$ cat config.mk
export PLATFORM = sky130hd
export DESIGN_NAME = paged_edge_dio
export DESIGN_NICKNAME = d
export VERILOG_FILES = /design/src/rtl/pedio_pkg.sv /design/src/rtl/pedio_sync.sv /design/src/rtl/pedio_edge_port.sv /design/src/rtl/paged_edge_dio.sv
export SDC_FILE = /design/constraint.sdc
export NUM_CORES = 1
export LEC_CHECK = 0
export BUFFER_PORTS_ARGS = -buffer_cell sky130_fd_sc_hd__buf_2
export CAP_MARGIN = 20
export CORE_ASPECT_RATIO = 0.75
export CORE_MARGIN = 10
export CORE_UTILIZATION = 30
export CTS_CLUSTER_DIAMETER = 100
export DETAILED_ROUTE_END_ITERATION = 8
export GPL_TIMING_DRIVEN = 0
export PLACE_DENSITY = 0.57
export SYNTH_ARGS = -nofsm -noshare
export SYNTH_HDL_FRONTEND = slang
export SYNTH_SLANG_ARGS = --single-unit
$ cat constraint.sdc
create_clock -name clk -period 2.4 [get_ports clk]
set_clock_uncertainty 0.15 [all_clocks]
set_input_delay 0.36 -clock clk [delete_from_list [all_inputs] [get_ports clk]]
set_output_delay 0.36 -clock clk [all_outputs]
set_load 0.01 [all_outputs]
$ cat src/rtl/pedio_pkg.sv
package pedio_pkg;

    typedef enum logic [1:0] {
        PG_PORTS    = 2'd0,
        PG_POLARITY = 2'd1,
        PG_ENABLE   = 2'd2,
        PG_IDENT    = 2'd3
    } page_t;

    localparam int unsigned SUM_ADDR   = 6;
    localparam int unsigned SEL_ADDR   = 7;
    localparam int unsigned PAGED_BASE = 8;

endpackage

$ cat src/rtl/pedio_sync.sv
module pedio_sync #(
    parameter int unsigned W = 8
) (
    input  logic         clk,
    input  logic         rst_n,
    input  logic [W-1:0] d,
    output logic [W-1:0] q
);

    logic [W-1:0] stage1_q;
    logic [W-1:0] stage2_q;

    always_ff @(posedge clk) begin
        if (!rst_n) begin
            stage1_q <= '0;
            stage2_q <= '0;
        end else begin
            stage1_q <= d;
            stage2_q <= stage1_q;
        end
    end

    assign q = stage2_q;

endmodule

$ cat src/rtl/pedio_edge_port.sv
module pedio_edge_port #(
    parameter int unsigned W = 8
) (
    input  logic         clk,
    input  logic         rst_n,
    input  logic [W-1:0] level,
    input  logic [W-1:0] wdata,
    input  logic         pol_we,
    input  logic         en_we,
    input  logic         id_we,
    output logic [W-1:0] id_o,
    output logic [W-1:0] en_o
);

    logic [W-1:0] pol_q;
    logic [W-1:0] en_q;
    logic [W-1:0] id_q;
    logic [W-1:0] prev_q;
    logic [W-1:0] rise;
    logic [W-1:0] fall;
    logic [W-1:0] hit;
    logic [W-1:0] kept;

    always_comb begin
        rise = level & ~prev_q;
        fall = ~level & prev_q;
        hit  = en_q & ((pol_q & rise) | (~pol_q & fall));
        kept = id_we ? (id_q & wdata) : id_q;
    end

    always_ff @(posedge clk) begin
        if (!rst_n) begin
            pol_q  <= '0;
            en_q   <= '0;
            id_q   <= '0;
            prev_q <= '0;
        end else begin
            prev_q <= level;
            if (pol_we) begin
                pol_q <= wdata;
            end
            if (en_we) begin
                en_q <= wdata;
            end
            id_q <= kept | hit;
        end
    end

    assign id_o = id_q;
    assign en_o = en_q;

endmodule

$ cat src/rtl/paged_edge_dio.sv
module paged_edge_dio
    import pedio_pkg::*;
#(
    parameter int unsigned ADDR_W       = 4,
    parameter int unsigned BYTE_W       = 8,
    parameter int unsigned N_PORTS      = 6,
    parameter int unsigned N_EDGE_PORTS = 3
) (
    input  logic                        clk,
    input  logic                        rst_n,
    input  logic [ADDR_W-1:0]           bus_addr,
    input  logic                        bus_wr,
    input  logic [BYTE_W-1:0]           bus_wdata,
    output logic [BYTE_W-1:0]           bus_rdata,
    input  logic [N_PORTS*BYTE_W-1:0]   pad_in,
    output logic [N_PORTS*BYTE_W-1:0]   pull_low,
    output logic                        irq
);

    localparam int unsigned LINES = N_PORTS * BYTE_W;

    page_t page_q;
    page_t page_d;
    logic [N_PORTS-1:0]                    lock_q;
    logic [N_PORTS-1:0][BYTE_W-1:0]        port_q;
    logic [N_PORTS-1:0][BYTE_W-1:0]        line_p;
    logic [LINES-1:0]                      line_s;
    logic [N_EDGE_PORTS-1:0][BYTE_W-1:0]   id_p;
    logic [N_EDGE_PORTS-1:0][BYTE_W-1:0]   en_p;
    logic [N_EDGE_PORTS-1:0]               pend;
    logic [ADDR_W-1:0]                     paged_off;
    logic                                  paged_hit;
    logic                                  sel_wr;
    logic                                  we_pol;
    logic                                  we_en;
    logic                                  we_id;
    logic                                  id_rd;

    pedio_sync #(.W(LINES)) u_sync (
        .clk   (clk),
        .rst_n (rst_n),
        .d     (pad_in),
        .q     (line_s)
    );

    assign line_p    = line_s;
    assign sel_wr    = bus_wr && (bus_addr == ADDR_W'(SEL_ADDR));
    assign paged_off = bus_addr - ADDR_W'(PAGED_BASE);
    assign paged_hit = (bus_addr >= ADDR_W'(PAGED_BASE)) &&
                       (bus_addr < ADDR_W'(PAGED_BASE + N_EDGE_PORTS));

    always_ff @(posedge clk) begin
        if (!rst_n) begin
            page_q <= PG_PORTS;
        end else begin
            page_q <= page_d;
        end
    end

    always_comb begin
        page_d = page_q;
        if (sel_wr) begin
            page_d = page_t'(bus_wdata[BYTE_W-1 -: 2]);
        end
    end

    always_comb begin
        we_pol = 1'b0;
        we_en  = 1'b0;
        we_id  = 1'b0;
        id_rd  = 1'b0;
        unique case (page_q)
            PG_PORTS: begin
            end
            PG_POLARITY: begin
                we_pol = 1'b1;
            end
            PG_ENABLE: begin
                we_en = 1'b1;
            end
            PG_IDENT: begin
                we_id = 1'b1;
                id_rd = 1'b1;
            end
            default: begin
            end
        endcase
    end

    always_ff @(posedge clk) begin
        if (!rst_n) begin
            lock_q <= '0;
            port_q <= '0;
        end else begin
            if (sel_wr) begin
                lock_q <= bus_wdata[N_PORTS-1:0];
            end
            for (int p = 0; p < N_PORTS; p++) begin
                if (bus_wr && (bus_addr == ADDR_W'(p)) && !lock_q[p]) begin
                    port_q[p] <= bus_wdata;
                end
            end
        end
    end

    assign pull_low = port_q;

    for (genvar k = 0; k < N_EDGE_PORTS; k++) begin : g_edge
        logic bank_sel;
        assign bank_sel = bus_wr && paged_hit && (paged_off == ADDR_W'(k));

        pedio_edge_port #(.W(BYTE_W)) u_port (
            .clk    (clk),
            .rst_n  (rst_n),
            .level  (line_p[k]),
            .wdata  (bus_wdata),
            .pol_we (bank_sel && we_pol),
            .en_we  (bank_sel && we_en),
            .id_we  (bank_sel && we_id),
            .id_o   (id_p[k]),
            .en_o   (en_p[k])
        );

        assign pend[k] = |id_p[k];
    end

    assign irq = |pend;

    always_comb begin
        bus_rdata = '0;
        for (int p = 0; p < N_PORTS; p++) begin
            if (bus_addr == ADDR_W'(p)) begin
                bus_rdata = ~line_p[p];
            end
        end
        if (bus_addr == ADDR_W'(SUM_ADDR)) begin
            bus_rdata = BYTE_W'(pend);
        end
        if (paged_hit && id_rd) begin
            for (int k = 0; k < N_EDGE_PORTS; k++) begin
                if (paged_off == ADDR_W'(k)) begin
                    bus_rdata = id_p[k];
                end
            end
        end
    end

endmodule

==> impl_results.md <==
* 1st-pass router iterations at 6
* Synth top area share at 52.51%
* Max Clock Freq at 414.9 MHz
* Die Ht at 173.7 um
* P_leak at 5.337 nW
* Clock root buffer: clkbuf_16
* Mapped Area at 9454 um2
* Ys async rst share at 0%
* Most used DFF post-synth: dfxtp_1
* Hold crit path type: input port to flop
* Remaining routing DRC violations at 0
* P_sw at 2.033 mW
* Port bufs at 117
* Endpoint of the worst hold path: pull_low[33]
* Rows at 56
* 1st-iter DRT viols at 416
* Sw Ratio at 22.58%
* IO Pins at 120
* Die area at 39090 um2
* WHS Path Cells at 3
* Worst reg-to-reg path cell count at 4
* Share of post-route cells with drive strength above 1 at 22.84%
* Largest family of logic cells by synthesized area: simple AND/OR/NAND/NOR gates
* Kind of start point of the critical path: flop
* Mean post-synth cell area at 10.37 um2
* PD cells at 736.3 nW/um2
* Final Hold Vio Count at 0
* RSZ-0062 raised after global routing: yes
* Initial antenna violation count at 0
* Logic pwr share at 6.5%
* CP max stage delay at 0.52 ns
* Slew at the pin closest to its max-slew limit at 0.9687 ns
* Post-Synth Adder-Cell Area at 0%
* Die X at 225.0 um
* Status: complete, but fails checks
* Tot Pwr at 9.006 mW
* Multiplexer area fraction after synthesis at 14.29%
* WHS at 0.03217 ns
* Worst endpoint required time at 1.89 ns
* N_diodes at 0
* Global-route wire length before repair at 42.60 mm
* Post-synthesis sequential area ratio at 52.51%
* Initial Util at 30.32%
* Area growth syn-to-layout at 29.38%
* GRT Total Usage at 13.85%
* Slowest library cell on the worst path: mux4_2
* Cell breakdown of the critical path: mux4_2 -> nor3_4 -> a311oi_2 -> o21ai_2 -> buf_2
* Top post-synthesis cells by count: dfxtp_1, and2_1, mux2i_1
* Clock transition at the registers of the reported paths at 0.06 ns
* Critical setup path kind: flop to primary output
* Unique cell type count in the Yosys netlist at 43
* Post-synthesis compound-gate area fraction at 6.869%
* Tcrit/Tclk final at 100.4%
* H-tree levels at 1
* CTS tree: built
* Clock Power Share at 46.3%
* Slew Viols, Final at 0
* Xor and xnor area share after synthesis at 0%
* Pint at 6.973 mW
* Simple-Gate Fraction of Synth Area at 23.46%
* Synthesized Nets at 975
* Skew-Pair Late Insertion Delay at 0.53 ns
* Vias per cell at 4.556
* R2R Path Start: page_q[1]
* Post-route ant nets at 0
* Via count at 7016
* Syn Inst Count at 912
* Synth top area cells: dfxtp_1, mux2i_1, and2_1
* Yosys top cell by area: dfxtp_1
* Final core utilization at 39.23%
* EDFF count, synth at 0
* MaxCap Viol Count at 0
* DP HPWL at 19.65 mm
* Final Critical Period at 2.410 ns
* Critical Path Fanout Max at 2
* FF+latch count, synth at 248
* Worst vdd ir at 0.0004796 V
* Largest net degree at the start of global routing at 15
* Number of global-route vias before repair at 7167
* GR Overflow Total at 0
* PnR worst setup slack at -0.01040 ns
* Average wire per standard cell at 17.77 um
* Final setup fails at 1
* Min-delay src: bus_wdata[1]
* Clock Sinks at 248
* Nets at 1178
* Deepest clock path buffer count at 3
* Placer Congestion at 0.8922
* Slew headroom at 35.42%
* Reg-to-reg endpoint: g_edge[2].u_port.en_o[0]
* Total CTS buffers at 26
* Ys Warns at 0
* Sequential power share at 47.3%
* Failing checks: negative setup slack
* Crit path DAT at 1.90 ns
* Pre-CTS worst setup slack at -0.2193 ns
* Crit end category: primary output
* Total Wirelength at 27.37 mm
* Most common cell in the netlist: dfxtp_1
* Core region area at 31180 um2
* Setup slack, reg-to-reg at 0.74 ns
==> power groups by stage <==
stage	clock network, mW	registers, mW	logic (mW)
after global placement	0	4.36	0.486
final	4.17	4.26	0.581
after detailed placement	0	4.36	0.488
after CTS	4.26	4.26	0.570
after global routing	4.41	4.27	0.636
after floorplan	0	4.34	0.280
==> layer usage <==
metal	GRT usage, %	vias to the layer above	wire length (um)
li1	-	3458	-
met1	19.70	3366	13630
met2	21.71	151	11960
met3	2.096	41	1270
met4	2.601	0	508
met5	0	-	0
==> critical path, delay by kind of cell, from the launching register on <==
family                 cells  cell delay (ns)
muxes                      1             0.52
DFF                        1             0.36
AOI/OAI and AO/OA          2             0.19
buffers and inverters      1             0.17
and+or+nand+nor            1             0.14
==> sequential cells by signal, indices dropped and copies added, names as in the netlist <==
| register | count |
|---|---|
| u_sync.q | 48 |
| page_q | 2 |
| lock_q | 6 |
| g_edge.u_port.prev_q | 24 |
| g_edge.u_port.pol_q | 24 |
| g_edge.u_port.id_o | 24 |
| u_sync.stage1_q | 48 |
| g_edge.u_port.en_o | 24 |
| pull_low | 48 |
==> through the flow <==
stage	setup TNS (ns)	instances	area, um2
2_1_floorplan	0	912	9454
3_3_place_gp	-0.8470	1435	10550
5_1_grt	-0.1438	1540	12230
4_1_cts	-0.08763	1534	12060
3_5_place_dp	-0.8419	1435	10550
6_report	-0.01040	1540	12230
==> final cells by class <==
class	instances	area (um2)
Sequential cell	248	4997
Tap cell	406	508.0
Fill cell	3081	18950
Buffer	54	296.5
Clock inverter	12	148.9
Inverter	3	11.26
Timing Repair Buffer	176	1155
Clock buffer	35	735.7
Multi-Input combinational cell	606	4379
==> cell families (layout without fill, tap and decap cells) <==
family | after synthesis | after routing
multiplexers | 130 | 130
buffers and inverters | 58 | 280
AND/OR/NAND/NOR | 366 | 366
flip-flops | 248 | 248
AO/OA/AOI/OAI | 110 | 110
==> what timing repair did <==
item / 4_1_cts / 5_1_grt
pin swaps: 4 / 4
buffers inserted: 5 / 6
resized for setup: 37 / 34
endpoints found under the setup margin: 8 / 9
hold buffers: 48 / 0
endpoints found under the hold margin: 48 / 0
==> cells in the final DEF (no fill, tap or decap), drive strengths merged, types with 2 or more instances in the layout <==
cell type    count
dfxtp          248
buf            145
and2           121
mux2i          117
nor2b          111
clkbuf          72
o21ai           62
dlygate4sd3     48
nor2            39
nand2           34
nor3b           26
a21boi          24
a21oi           11
mux2            10
nand3            9
or2              8
nor4             6
clkinvlp         4
clkinv           4
inv              4
mux4             3
bufinv           3
o22ai            3
a22o             2
a221oi           2
nand4b           2
nor3             2
==> worst max-delay path by stage <==
stage,startpoint,end,slack [ns],cells past startpoint
global route,u_sync.q[8],bus_rdata[0],-0.09,5
global placement,bus_addr[0],bus_rdata[7],-0.22,8
CTS,u_sync.q[8],bus_rdata[0],-0.05,5
finish,u_sync.q[8],bus_rdata[0],-0.01,5
floorplan,bus_addr[2],bus_rdata[1],0.48,6
detailed placement,bus_addr[0],bus_rdata[7],-0.22,8
No activity file was read; power rests on OpenSTA's default activity.
